===== src/rtl/priv_chk_pkg.sv =====
package priv_chk_pkg;

    localparam int ILL_N  = 9;
    localparam int VIRT_N = 5;
    localparam int CLS_W  = 4;

    // illegal flag bit positions
    localparam int IB_FVMA  = 0;
    localparam int IB_FPART = 1;
    localparam int IB_HFG   = 2;
    localparam int IB_HFV   = 3;
    localparam int IB_HLS   = 4;
    localparam int IB_FSOFF = 5;
    localparam int IB_VSOFF = 6;
    localparam int IB_WFI   = 7;
    localparam int IB_FRM   = 8;

    // virtual flag bit positions
    localparam int VB_FVMA  = 0;
    localparam int VB_FPART = 1;
    localparam int VB_HF    = 2;
    localparam int VB_HLS   = 3;
    localparam int VB_WFI   = 4;

    localparam logic [1:0] PRV_U = 2'b00;
    localparam logic [1:0] PRV_S = 2'b01;
    localparam logic [1:0] PRV_M = 2'b11;

    typedef struct packed {
        logic m;
        logic hs;
        logic hu;
        logic vs;
        logic vu;
    } mode_t;

    typedef enum logic [CLS_W-1:0] {
        CLS_NONE   = 4'd0,
        CLS_FVMA   = 4'd1,
        CLS_FPART  = 4'd2,
        CLS_HFG    = 4'd3,
        CLS_HFV    = 4'd4,
        CLS_HLS    = 4'd5,
        CLS_FP     = 4'd6,
        CLS_FP_DYN = 4'd7,
        CLS_VEC    = 4'd8,
        CLS_WFI    = 4'd9
    } cls_e;

    typedef enum logic [1:0] {
        VRD_NONE = 2'b00,
        VRD_ILL  = 2'b01,
        VRD_VIRT = 2'b10
    } verdict_e;

endpackage


===== src/rtl/priv_verdict_reg.sv =====
module priv_verdict_reg
    import priv_chk_pkg::*;
(
    input  logic              clk_i,
    input  logic              rst_i,
    input  logic              cls_valid_i,
    input  logic [CLS_W-1:0]  cls_i,
    input  logic [ILL_N-1:0]  ill_i,
    input  logic [VIRT_N-1:0] virt_i,
    output logic [1:0]        verdict_o,
    output logic              verdict_vld_o
);

    logic     ill_hit;
    logic     virt_hit;
    verdict_e verdict_q;
    verdict_e verdict_d;
    logic     vld_q;

    always_comb begin
        ill_hit  = 1'b0;
        virt_hit = 1'b0;
        case (cls_i)
            CLS_FVMA: begin
                ill_hit  = ill_i[IB_FVMA];
                virt_hit = virt_i[VB_FVMA];
            end
            CLS_FPART: begin
                ill_hit  = ill_i[IB_FPART];
                virt_hit = virt_i[VB_FPART];
            end
            CLS_HFG: begin
                ill_hit  = ill_i[IB_HFG];
                virt_hit = virt_i[VB_HF];
            end
            CLS_HFV: begin
                ill_hit  = ill_i[IB_HFV];
                virt_hit = virt_i[VB_HF];
            end
            CLS_HLS: begin
                ill_hit  = ill_i[IB_HLS];
                virt_hit = virt_i[VB_HLS];
            end
            CLS_FP:     ill_hit = ill_i[IB_FSOFF];
            CLS_FP_DYN: ill_hit = ill_i[IB_FSOFF] || ill_i[IB_FRM];
            CLS_VEC:    ill_hit = ill_i[IB_VSOFF];
            CLS_WFI: begin
                ill_hit  = ill_i[IB_WFI];
                virt_hit = virt_i[VB_WFI];
            end
            default: begin
                ill_hit  = 1'b0;
                virt_hit = 1'b0;
            end
        endcase
    end

    always_comb begin
        if (!cls_valid_i)  verdict_d = VRD_NONE;
        else if (ill_hit)  verdict_d = VRD_ILL;
        else if (virt_hit) verdict_d = VRD_VIRT;
        else               verdict_d = VRD_NONE;
    end

    always_ff @(posedge clk_i) begin
        if (rst_i) begin
            verdict_q <= VRD_NONE;
            vld_q     <= 1'b0;
        end else begin
            verdict_q <= verdict_d;
            vld_q     <= cls_valid_i;
        end
    end

    assign verdict_o     = verdict_q;
    assign verdict_vld_o = vld_q;


    ill_first_chk: assert property (@(posedge clk_i) disable iff (rst_i)
        (cls_valid_i && ill_hit) |=> (verdict_o == VRD_ILL && verdict_vld_o));


    virt_next_chk: assert property (@(posedge clk_i) disable iff (rst_i)
        (cls_valid_i && !ill_hit && virt_hit) |=> (verdict_o == VRD_VIRT));


    idle_clear_chk: assert property (@(posedge clk_i) disable iff (rst_i)
        !cls_valid_i |=> (verdict_o == VRD_NONE && !verdict_vld_o));

endmodule


===== config.mk =====
export PLATFORM = sky130hd
export DESIGN_NAME = priv_verdict_reg
export DESIGN_NICKNAME = d
export VERILOG_FILES = /design/src/rtl/priv_chk_pkg.sv /design/src/rtl/priv_verdict_reg.sv
export SDC_FILE = /design/constraint.sdc
export NUM_CORES = 1
export LEC_CHECK = 0
export BUFFER_PORTS_ARGS = -buffer_cell sky130_fd_sc_hd__buf_4
export CORE_AREA = 3 3 40 42
export CTS_CLUSTER_SIZE = 8
export DETAILED_ROUTE_END_ITERATION = 16
export DIE_AREA = 0 0 43 45
export PLACE_DENSITY = 0.58
export SYNTH_ARGS = -nofsm -noshare
export SYNTH_HDL_FRONTEND = slang
export SYNTH_SLANG_ARGS = --single-unit

===== constraint.sdc =====
create_clock -name clk_i -period 3.7 [get_ports clk_i]
set_clock_uncertainty 0.2 [all_clocks]
set_input_delay 0.185 -clock clk_i [delete_from_list [all_inputs] [get_ports clk_i]]
set_output_delay 0.185 -clock clk_i [all_outputs]
set_load 0.02 [all_outputs]

# Word-level counts from Yosys, hierarchy flattened
# Cells that the tools add are included.
# totals
reg_bits	3
output_inout_bits	3
elab_cells	21
inputBits	21
# classes
bitwise	1
n_reduce_logical	4
n_eq_ne	9
n_mux	4
# ops
operator	n
4-bit by 3-bit equality test with 1-bit output, second input constant	4
1-bit case mux with 9 select lines	1
4-bit by 2-bit equality test with 1-bit output, second input constant	2
4-bit equality test, second input constant	2
1-bit case mux with 5 select lines	1
4-bit by 1-bit equality test with 1-bit output, second input constant	1
2-bit OR reduction	2
3-bit OR reduction	1
2-bit two-way mux	1
1-bit logical OR	1
1-bit two-way mux	1
1-bit NOT	1

# Longest topological paths before layout
# Gate-level depths: netlist (run 1).
# logic_depth
ltp_word	5
mapped_depth	5
mapped_depth_nobuf	4

# Worst setup path after synthesis (run 1)
# No wires, ideal clock.
# synth_path
path_type	input to register
from	in cls_i[0]
to	reg verdict_q[1], in the netlist verdict_o[1]
setup_time_ps	116
path_buffers	1
setup_slack_ps	2415
t_required_ps	3384
stages	5
arrival_ps	969
cell_sequence	buf_6 mux2_4 a32oi_1 o2bb2ai_1 and4_1
# synth_via
elab_chain_len	4
word_cells_on_any_way	14
cone_classes	eq/ne: 9; mux: 3; reduce/logical: 2
# synth_lines
element	line_no	rtl
start: declaration	priv_verdict_reg.sv:7	input logic [CLS_W-1:0] cls_i,
4-bit by 3-bit equality test with 1-bit output or 4-bit by 2-bit equality test with 1-bit output (tied branches)	priv_verdict_reg.sv:23	case (cls_i)
2-bit OR reduction (no source line)	-	
1-bit case mux with 5 select lines	priv_verdict_reg.sv:23	
2-bit two-way mux	priv_verdict_reg.sv:61	else if (virt_hit) verdict_d = VRD_VIRT;
end signal: assignment	priv_verdict_reg.sv:70	verdict_q <= verdict_d;
end: declaration	priv_verdict_reg.sv:16	verdict_e verdict_q;
# Several ways; a longest one is shown, not always the timed one.
# A chain may end at the register's enable or synchronous reset.

# Worst setup path after layout (run 1)
# layout_path
from	in rst_i
to	reg verdict_q[0], in the netlist verdict_o[0]
# layout_via
elab_chain_len	1
# layout_lines
element	line_no	rtl
start: declaration	priv_verdict_reg.sv:5	input logic rst_i,
2-bit OR reduction (no source line)	-	
# Every way passes these cells.

==> results.py, run 1 <==
metrics = {
    "grt": {
        "overflow": 0,
        "gr-usage-all-layers": 0.0881,
        "grt_max_degree": 11,
        "antenna_found_initial": 0,
        "grt_pass1_vias": 332,
        "grt_pass1_wl_mm": 1.26,
    },
    "timing": {
        "worst_pin_slew_ns": 0.268,
        "fin_ws_ns": 2.47,
        "setup_tns_ns": 0,
        "hold_ws_ns": 0.0486,
        "relSlewSlack": 0.820,
        "timing.fmax_ghz": 0.814,
        "hold_viol": 0,
        "fin_crit_ns": 1.23,
        "finalCritPeriodShare": 0.332,
        "finalSetupViolCount": 0,
        "grt_setup_unrepaired": "no",
        "timing.final.max_slew_violations": 0,
    },
    "clock_tree": {
        "cts_sinks": 3,
        "cts-root-buf": "clkbuf_4",
        "cts_tree": "yes",
        "cts_buffers": 3,
        "path_clk_slew_ns": 0.04,
        "htreeDepth": 1,
        "post-cts-setup-buffers": 0,
        "clk_path_buf_depth": 2,
    },
    "cells_and_area": {
        "final_cell_mix": "buf_4 (23), nand3b_1 (3), clkbuf_4 (3), dfxtp_1 (3)",
        "diodes": 0,
        "nFillCells": 145,
        "final_common_cell": "buf_4",
        "syn2layout_area_growth_pct": 67.8,
        "drive_gt1_frac": 0.527,
        "multi_input_area_um2": 201,
        "post-route-util": 0.381,
        "fin_nets": 77,
        "seq_area_um2": 60.1,
    },
    "worst_setup_path": {
        "cp_slowest_stage_delay_ns": 0.53,
        "worst_ep_required_time_ns": 3.66,
        "crit_type": "in -> reg",
        "crit_cells": 4,
        "crit_path_top_delay_cell": "dlygate4sd3_1",
        "path_cells": "dlygate4sd3_1 -> buf_4 -> nor2b_1 -> a21boi_0",
        "cp_top_family": "buffers and inverters",
        "cp_num_buf_inv": 2,
        "worst_setup_path_start_kind": "input port",
        "crit_path_end_kind": "flip-flop",
        "cp_max_fo": 3,
        "crit_arrival_ns": 1.18,
    },
    "synthesis": {
        "synth_top_family_by_area": "simple AND/OR/NAND/NOR gates",
        "yosysTopAreaCellShare": 0.206,
        "avgSynthCellArea_um2": 9.72,
        "synth_cell_types": 21,
        "synthCells": 30,
        "synth.area.top_cells": "dfxtp_1 (21%), mux2_4 (10%), buf_6 (7.7%), nand3b_1 (7.7%), nand4b_1 (6.0%)",
        "ys_ff_latch": 3,
        "yosysTopAreaCell": "dfxtp_1",
        "synth_nets": 51,
        "muxShareOfSynthArea": 0.137,
        "synth_area_um2": 292,
        "synthXorXnorAreaFrac": 0,
        "synthSimpleGateAreaFrac": 0.343,
        "synth-compound-area-share": 0.210,
        "synthAdderAreaFrac": 0,
        "yosys_warnings": 0,
        "seq_area_frac_synth": 0.206,
    },
    "pwr": {
        "p_switching_mw": 0.0306,
        "power.density_nw_per_um2": 265,
        "power_mw": 0.130,
        "leakagePower_nw": 0.226,
        "p_comb_frac": 0.298,
        "p_int_mw": 0.0991,
        "switching_share": 0.236,
        "ir_drop_uv": 60.2,
        "p_clk_frac": 0.439,
        "pwr-share-seq": 0.263,
    },
    "placement": {
        "io_buffers": 23,
        "gp_congestion": 0.738,
        "dp.final_hpwl_um": 585,
        "place_ws_ns": 2.35,
    },
    "floorplan": {
        "core_area_um2": 1280,
        "num_rows": 13,
        "dieArea_um2": 1940,
        "dieHeight_um": 45,
        "fp.dieW_um": 43,
        "io-pin-count": 24,
        "start_util": 0.227,
    },
    "detailed_routing": {
        "vias": 317,
        "drc_errors": 0,
        "first_iter_violations": 2,
        "antenna_left": 0,
        "via_per_inst": 4.53,
        "wl_per_cell_um": 10.6,
        "drt-total-wl_um": 739,
        "dr.pass1.iters": 2,
    },
    "hold_path": {
        "hold_depth": 2,
        "hold_class": "in -> reg",
    },
    "run_status": {
        "status": "finished clean",
    },
    "flow_run": {
        "drv_cap": 0,
    },
}
==> path summary, 6_finish.rpt <==
kind | slack (ns) | startpoint | end
setup / recovery | 2.47 | rst_i | verdict_o[0]$_SDFF_PP0_
hold / removal | 0.05 | cls_valid_i | verdict_vld_o$_SDFF_PP0_
==> per-stage QoR <==
stage          area, um2  std cells
6_report             489         70
5_1_grt              489         70
4_1_cts              489         70
3_5_place_dp         453         65
3_3_place_gp         453         65
2_1_floorplan        292         30
==> logic make-up (layout without fill, tap and decap cells) <==
group,after synthesis,in the layout
and+or+nand+nor,13,13
muxes,3,3
buffers and inverters,3,28
AOI/OAI and AO/OA,8,8
DFF,3,3
==> cell type report <==
cell class / count / area share
multi-input cells: 24 / 0.412
repair buffers: 24 / 0.373
flip-flops and latches: 3 / 0.123
clock buffers: 4 / 0.0537
well taps: 15 / 0.0384
==> per-layer routing <==
metal  up-vias  share of wire  GRT usage
li1        168              -          -
met1       135           0.44      0.108
met2        14           0.45      0.123
met3         0           0.12     0.0438
met4         0              0     0.0542
met5         -              0          0
==> power by group through the flow <==
stage	combinational, mW	clock [mW]	sequential, mW
2_1_floorplan	0.0184	0	0.0363
3_3_place_gp	0.0381	0	0.0346
3_5_place_dp	0.0383	0	0.0346
4_1_cts	0.0392	0.0593	0.0341
5_1_grt	0.0425	0.0641	0.0342
6_report	0.0387	0.0569	0.0341
==> state kept, by name, indices dropped and copies added, names as in the netlist <==
register	flops
verdict_o	2
verdict_vld_o	1
==> synthesized netlist by cell type (all sizes together) <==
cell / number
a211oi: 1
nand4bb: 1
dfxtp: 3
a22o: 1
mux2: 2
a21boi: 1
mux2i: 1
and2b: 2
a31oi: 1
nand3b: 4
o21ai: 1
buf: 3
nand4b: 2
o2bb2ai: 1
nor2: 2
a311oi: 1
and4: 1
nor2b: 1
a32oi: 1
==> repair_timing <==
| item | CTS | global route |
|---|---|---|
| gates resized for setup | 0 | 0 |
| hold buffers | 1 | 0 |
| hold endpoints to repair | 1 | 0 |
(Power assumes the default switching activity.)
==> inputs of run 2 (changes only) <==
==> constraint.sdc (replaced) <==
create_clock -name clk_i -period 1.2 [get_ports clk_i]
set_clock_uncertainty 0.2 [all_clocks]
set_input_delay 0.06 -clock clk_i [delete_from_list [all_inputs] [get_ports clk_i]]
set_output_delay 0.06 -clock clk_i [all_outputs]
set_load 0.02 [all_outputs]
==> results.py, run 2 (synthesis results as in run 1) <==
metrics = {
    "cells_and_area": {
        "fin_nets": 81,
        "final_cell_mix": "buf_4 (26), nand3b_1 (3), clkbuf_4 (3), dfxtp_1 (3)",
        "diodes": 0,
        "design_area_um2": 522,
        "largest_reg_flops": 2,
        "syn2layout_area_growth_pct": 79.0,
        "final_common_cell": "buf_4",
        "nFillCells": 143,
        "drive_gt1_frac": 0.542,
        "fin_cells": 74,
    },
    "worst_setup_path": {
        "crit_type": "in -> reg",
        "worst_ep_required_time_ns": 1.17,
        "crit_path_end_kind": "flip-flop",
        "cp_max_fo": 3,
        "crit_path_top_delay_cell": "dlygate4sd3_1",
        "crit_arrival_ns": 1.06,
        "worst_setup_path_start_kind": "input port",
        "path_cells": "dlygate4sd3_1 -> buf_4 -> nor2b_1 -> and4_1",
        "cp_slowest_stage_delay_ns": 0.54,
    },
    "clock_tree": {
        "cts_buffers": 3,
        "cts_sinks": 3,
        "cts_tree": "yes",
        "path_clk_slew_ns": 0.04,
        "cts-root-buf": "clkbuf_4",
        "clk_path_buf_depth": 2,
        "htreeDepth": 1,
    },
    "timing": {
        "timing.fmax_ghz": 0.916,
        "hold_viol": 1,
        "grt_setup_unrepaired": "no",
        "finalSetupViolCount": 0,
        "hold_ws_ns": -0.0346,
        "timing.final.max_slew_violations": 0,
        "relSlewSlack": 0.796,
        "finalCritPeriodShare": 0.910,
        "fin_ws_ns": 0.108,
        "worst_pin_slew_ns": 0.304,
        "fin_crit_ns": 1.09,
    },
    "floorplan": {
        "fp.dieW_um": 43,
        "io-pin-count": 24,
        "start_util": 0.227,
        "core_area_um2": 1280,
        "dieHeight_um": 45,
        "dieArea_um2": 1940,
        "num_rows": 13,
    },
    "placement": {
        "dpl_cell_area_um2": 475,
        "dp.final_hpwl_um": 633,
        "io_buffers": 23,
        "dpl.cell_count": 68,
        "gp_congestion": 0.825,
        "place_ws_ns": -0.0373,
    },
    "detailed_routing": {
        "antenna_left": 0,
        "wl_per_cell_um": 10.3,
        "first_iter_violations": 4,
        "dr.pass1.iters": 4,
        "drt-total-wl_um": 763,
        "vias": 332,
        "via_per_inst": 4.49,
        "drc_errors": 0,
    },
    "grt": {
        "grt_pass1_wl_mm": 1.39,
        "antenna_found_initial": 0,
        "grt_max_degree": 11,
        "grt_pass1_vias": 350,
        "overflow": 0,
        "gr-usage-all-layers": 0.0956,
    },
    "pwr": {
        "ir_drop_uv": 178,
        "leakagePower_nw": 0.245,
        "power.density_nw_per_um2": 784,
    },
    "flow_run": {
        "drv_cap": 0,
    },
    "hold_path": {
        "min_from": "ill_i[1]",
        "hold_class": "in -> reg",
        "min_to": "verdict_o[0]$_SDFF_PP0_",
        "hold_depth": 3,
    },
    "run_status": {
        "violations": "negative hold slack",
        "status": "finished, violations left",
    },
}
==> run 2: cell types whose count changed in the layout (fill, tap and decap cells not counted) <==
cell and change:
buf_4 +3, a21boi_0 -1, a21boi_1 +1, dlygate4sd3_1 +1
==> run 2: critical path, delay by kind of cell <==
| family | cells | cell delay [ns] |
|---|---|---|
| buffers and inverters | 2 | 0.67 |
| and+or+nand+nor | 2 | 0.34 |
==> run 2: worst max-delay path by stage <==
stage / start / end / slack (ns)
5_1_grt: rst_i / verdict_o[1]$_SDFF_PP0_ / 0.03
2_1_floorplan: cls_i[0] / verdict_o[1]$_SDFF_PP0_ / 0.04
4_1_cts: rst_i / verdict_o[0]$_SDFF_PP0_ / 0.1
3_3_place_gp: cls_i[0] / verdict_o[1]$_SDFF_PP0_ / -0.04
3_5_place_dp: cls_i[0] / verdict_o[1]$_SDFF_PP0_ / -0.04
6_report: rst_i / verdict_o[1]$_SDFF_PP0_ / 0.11
==> run 2: where the power goes <==
group          switching (mW)  total [mW]  internal, mW
logic                  0.0445       0.130        0.0852
registers            0.000859       0.105         0.104
clock network          0.0496       0.174         0.124
==> run 2: area by class of cell <==
cell class	instances	area [um2]	area share
timing repair buffer	28	215	0.412
multi-input combinational	24	201	0.386
sequential	3	60.1	0.115
clock buffer	4	26.3	0.0504
tap	15	18.8	0.0360
==> run 2: through the flow <==
stage               utilization  power [mW]  TNS [ns]
floorplan                     -       0.169         0
global placement          0.370       0.232   -0.0448
detailed placement        0.370       0.232   -0.0437
CTS                       0.406       0.424         0
global route              0.406       0.445         0
finish                    0.406       0.409         0
==> run 2: what timing repair did <==
item / in CTS / in global routing
buffers inserted: 0 / 0
setup endpoints to repair: 0 / 1
endpoints found under the hold margin: 3 / 0
hold buffers: 2 / 0
gates resized for setup: 0 / 1
==> run 2: per-layer routing <==
| metal | vias up | track usage | part of all wire |
|---|---|---|---|
| met5 | - | 0 | 0 |
| met4 | 0 | 0.0723 | 0 |
| met3 | 0 | 0.0199 | 0.085 |
| met2 | 14 | 0.147 | 0.48 |
| met1 | 142 | 0.118 | 0.43 |
| li1 | 176 | - | - |
==> inputs of run 3 (changes only) <==
--- a/config.mk
+++ b/config.mk
@@ -7,6 +7,7 @@
 export LEC_CHECK = 0
 export BUFFER_PORTS_ARGS = -buffer_cell sky130_fd_sc_hd__buf_4
 export CORE_AREA = 3 3 40 42
+export CTS_BUF_LIST = sky130_fd_sc_hd__clkbuf_2
 export CTS_CLUSTER_SIZE = 8
 export DETAILED_ROUTE_END_ITERATION = 16
 export DIE_AREA = 0 0 43 45
==> results.py, run 3 (synthesis results as in run 1) <==
metrics = {
    "placement": {
        "gp_congestion": 0.825,
        "dp.final_hpwl_um": 633,
        "place_ws_ns": -0.0373,
        "io_buffers": 23,
        "dpl_cell_area_um2": 475,
    },
    "timing": {
        "grt_setup_unrepaired": "no",
        "relSlewSlack": 0.796,
        "finalCritPeriodShare": 0.934,
        "fin_crit_ns": 1.12,
        "timing.final.max_slew_violations": 0,
        "worst_pin_slew_ns": 0.304,
        "finalSetupViolCount": 0,
        "fin_ws_ns": 0.0787,
        "timing.fmax_ghz": 0.892,
        "hold_ws_ns": -0.00557,
        "hold_viol": 1,
    },
    "cells_and_area": {
        "syn2layout_area_growth_pct": 76.8,
        "design_area_um2": 515,
        "final_common_cell": "buf_4",
        "final_cell_mix": "buf_4 (26), clkbuf_2 (4), nand3b_1 (3), dfxtp_1 (3)",
        "post-route-util": 0.401,
        "drive_gt1_frac": 0.559,
        "largest_reg_flops": 2,
        "diodes": 0,
        "nFillCells": 146,
        "fin_nets": 81,
    },
    "clock_tree": {
        "cts_tree": "yes",
        "post-cts-setup-buffers": 0,
        "cts-root-buf": "clkbuf_2",
        "cts_sinks": 3,
        "cts_buffers": 3,
        "htreeDepth": 1,
        "clk_path_buf_depth": 2,
        "path_clk_slew_ns": 0.05,
    },
    "grt": {
        "overflow": 0,
        "antenna_found_initial": 0,
        "grt_pass1_wl_mm": 1.41,
        "gr-usage-all-layers": 0.0981,
        "grt_pass1_vias": 350,
        "grt_max_degree": 11,
    },
    "worst_setup_path": {
        "worst_setup_path_start_kind": "input port",
        "crit_path_top_delay_cell": "dlygate4sd3_1",
        "cp_slowest_stage_delay_ns": 0.54,
        "crit_path_end_kind": "flip-flop",
        "crit_arrival_ns": 1.07,
        "cp_max_fo": 3,
        "path_cells": "dlygate4sd3_1 -> buf_4 -> nor2b_1 -> and4_1",
        "worst_ep_required_time_ns": 1.14,
        "crit_type": "in -> reg",
    },
    "pwr": {
        "power.density_nw_per_um2": 726,
        "ir_drop_uv": 192,
        "leakagePower_nw": 0.247,
        "power_mw": 0.374,
    },
    "floorplan": {
        "io-pin-count": 24,
        "fp.dieW_um": 43,
        "num_rows": 13,
        "dieHeight_um": 45,
        "core_area_um2": 1280,
        "start_util": 0.227,
        "dieArea_um2": 1940,
    },
    "hold_path": {
        "hold_class": "in -> reg",
    },
    "detailed_routing": {
        "wl_per_cell_um": 10.3,
        "drt-total-wl_um": 765,
        "vias": 333,
        "first_iter_violations": 2,
        "via_per_inst": 4.50,
        "antenna_left": 0,
        "drc_errors": 0,
        "dr.pass1.iters": 4,
    },
    "run_status": {
        "status": "finished, violations left",
        "violations": "negative hold slack",
    },
    "flow_run": {
        "drv_cap": 0,
    },
}
run 3: cell counts in the layout (fill, tap and decap cells not counted):
No cell type changed its count.
run 3: metrics by stage:
| stage | TNS, ns | instances |
|---|---|---|
| floorplan | 0 | 30 |
| global placement | -0.0448 | 68 |
| detailed placement | -0.0437 | 68 |
| CTS | 0 | 74 |
| global route | 0 | 74 |
| finish | 0 | 74 |
run 3: area by class of cell:
type / instances / area, um2 / share of cell area
Clock buffer: 4 / 20.0 / 0.0388
Multi-Input combinational cell: 24 / 201 / 0.391
Sequential cell: 3 / 60.1 / 0.117
Tap cell: 15 / 18.8 / 0.0364
Timing Repair Buffer: 28 / 215 / 0.417
run 3: final timing paths:
check / from / endpoint / slack [ns] / cells past startpoint
min: ill_i[1] / verdict_o[0]$_SDFF_PP0_ / -0.006 / 3
max: rst_i / verdict_o[1]$_SDFF_PP0_ / 0.08 / 4
run 3: where the power goes:
group	internal [mW]	switching [mW]	leakage, nW	total (mW)
combinational	0.0852	0.0445	0.205	0.130
sequential	0.104	0.000859	0.0246	0.105
clock	0.0880	0.0514	0.0166	0.139
total	0.277	0.0968	0.247	0.374
run 3: what timing repair did:
action                                  4_1_cts  5_1_grt
hold endpoints to repair                      3        0
gates resized for setup                       0        1
hold buffers                                  2        0
endpoints found under the setup margin        0        1
run 3: critical path: cells and delay by family:
family,cells,cell delay (ns)
buffers and inverters,2,0.67
and+or+nand+nor,2,0.34
run 3: metal layers:
layer	track usage	wire (um)	part of all wire
met1	0.118	331	0.43
met3	0.0319	71	0.093
met2	0.147	362	0.47
met5	0	0	0
met4	0.0723	0	0
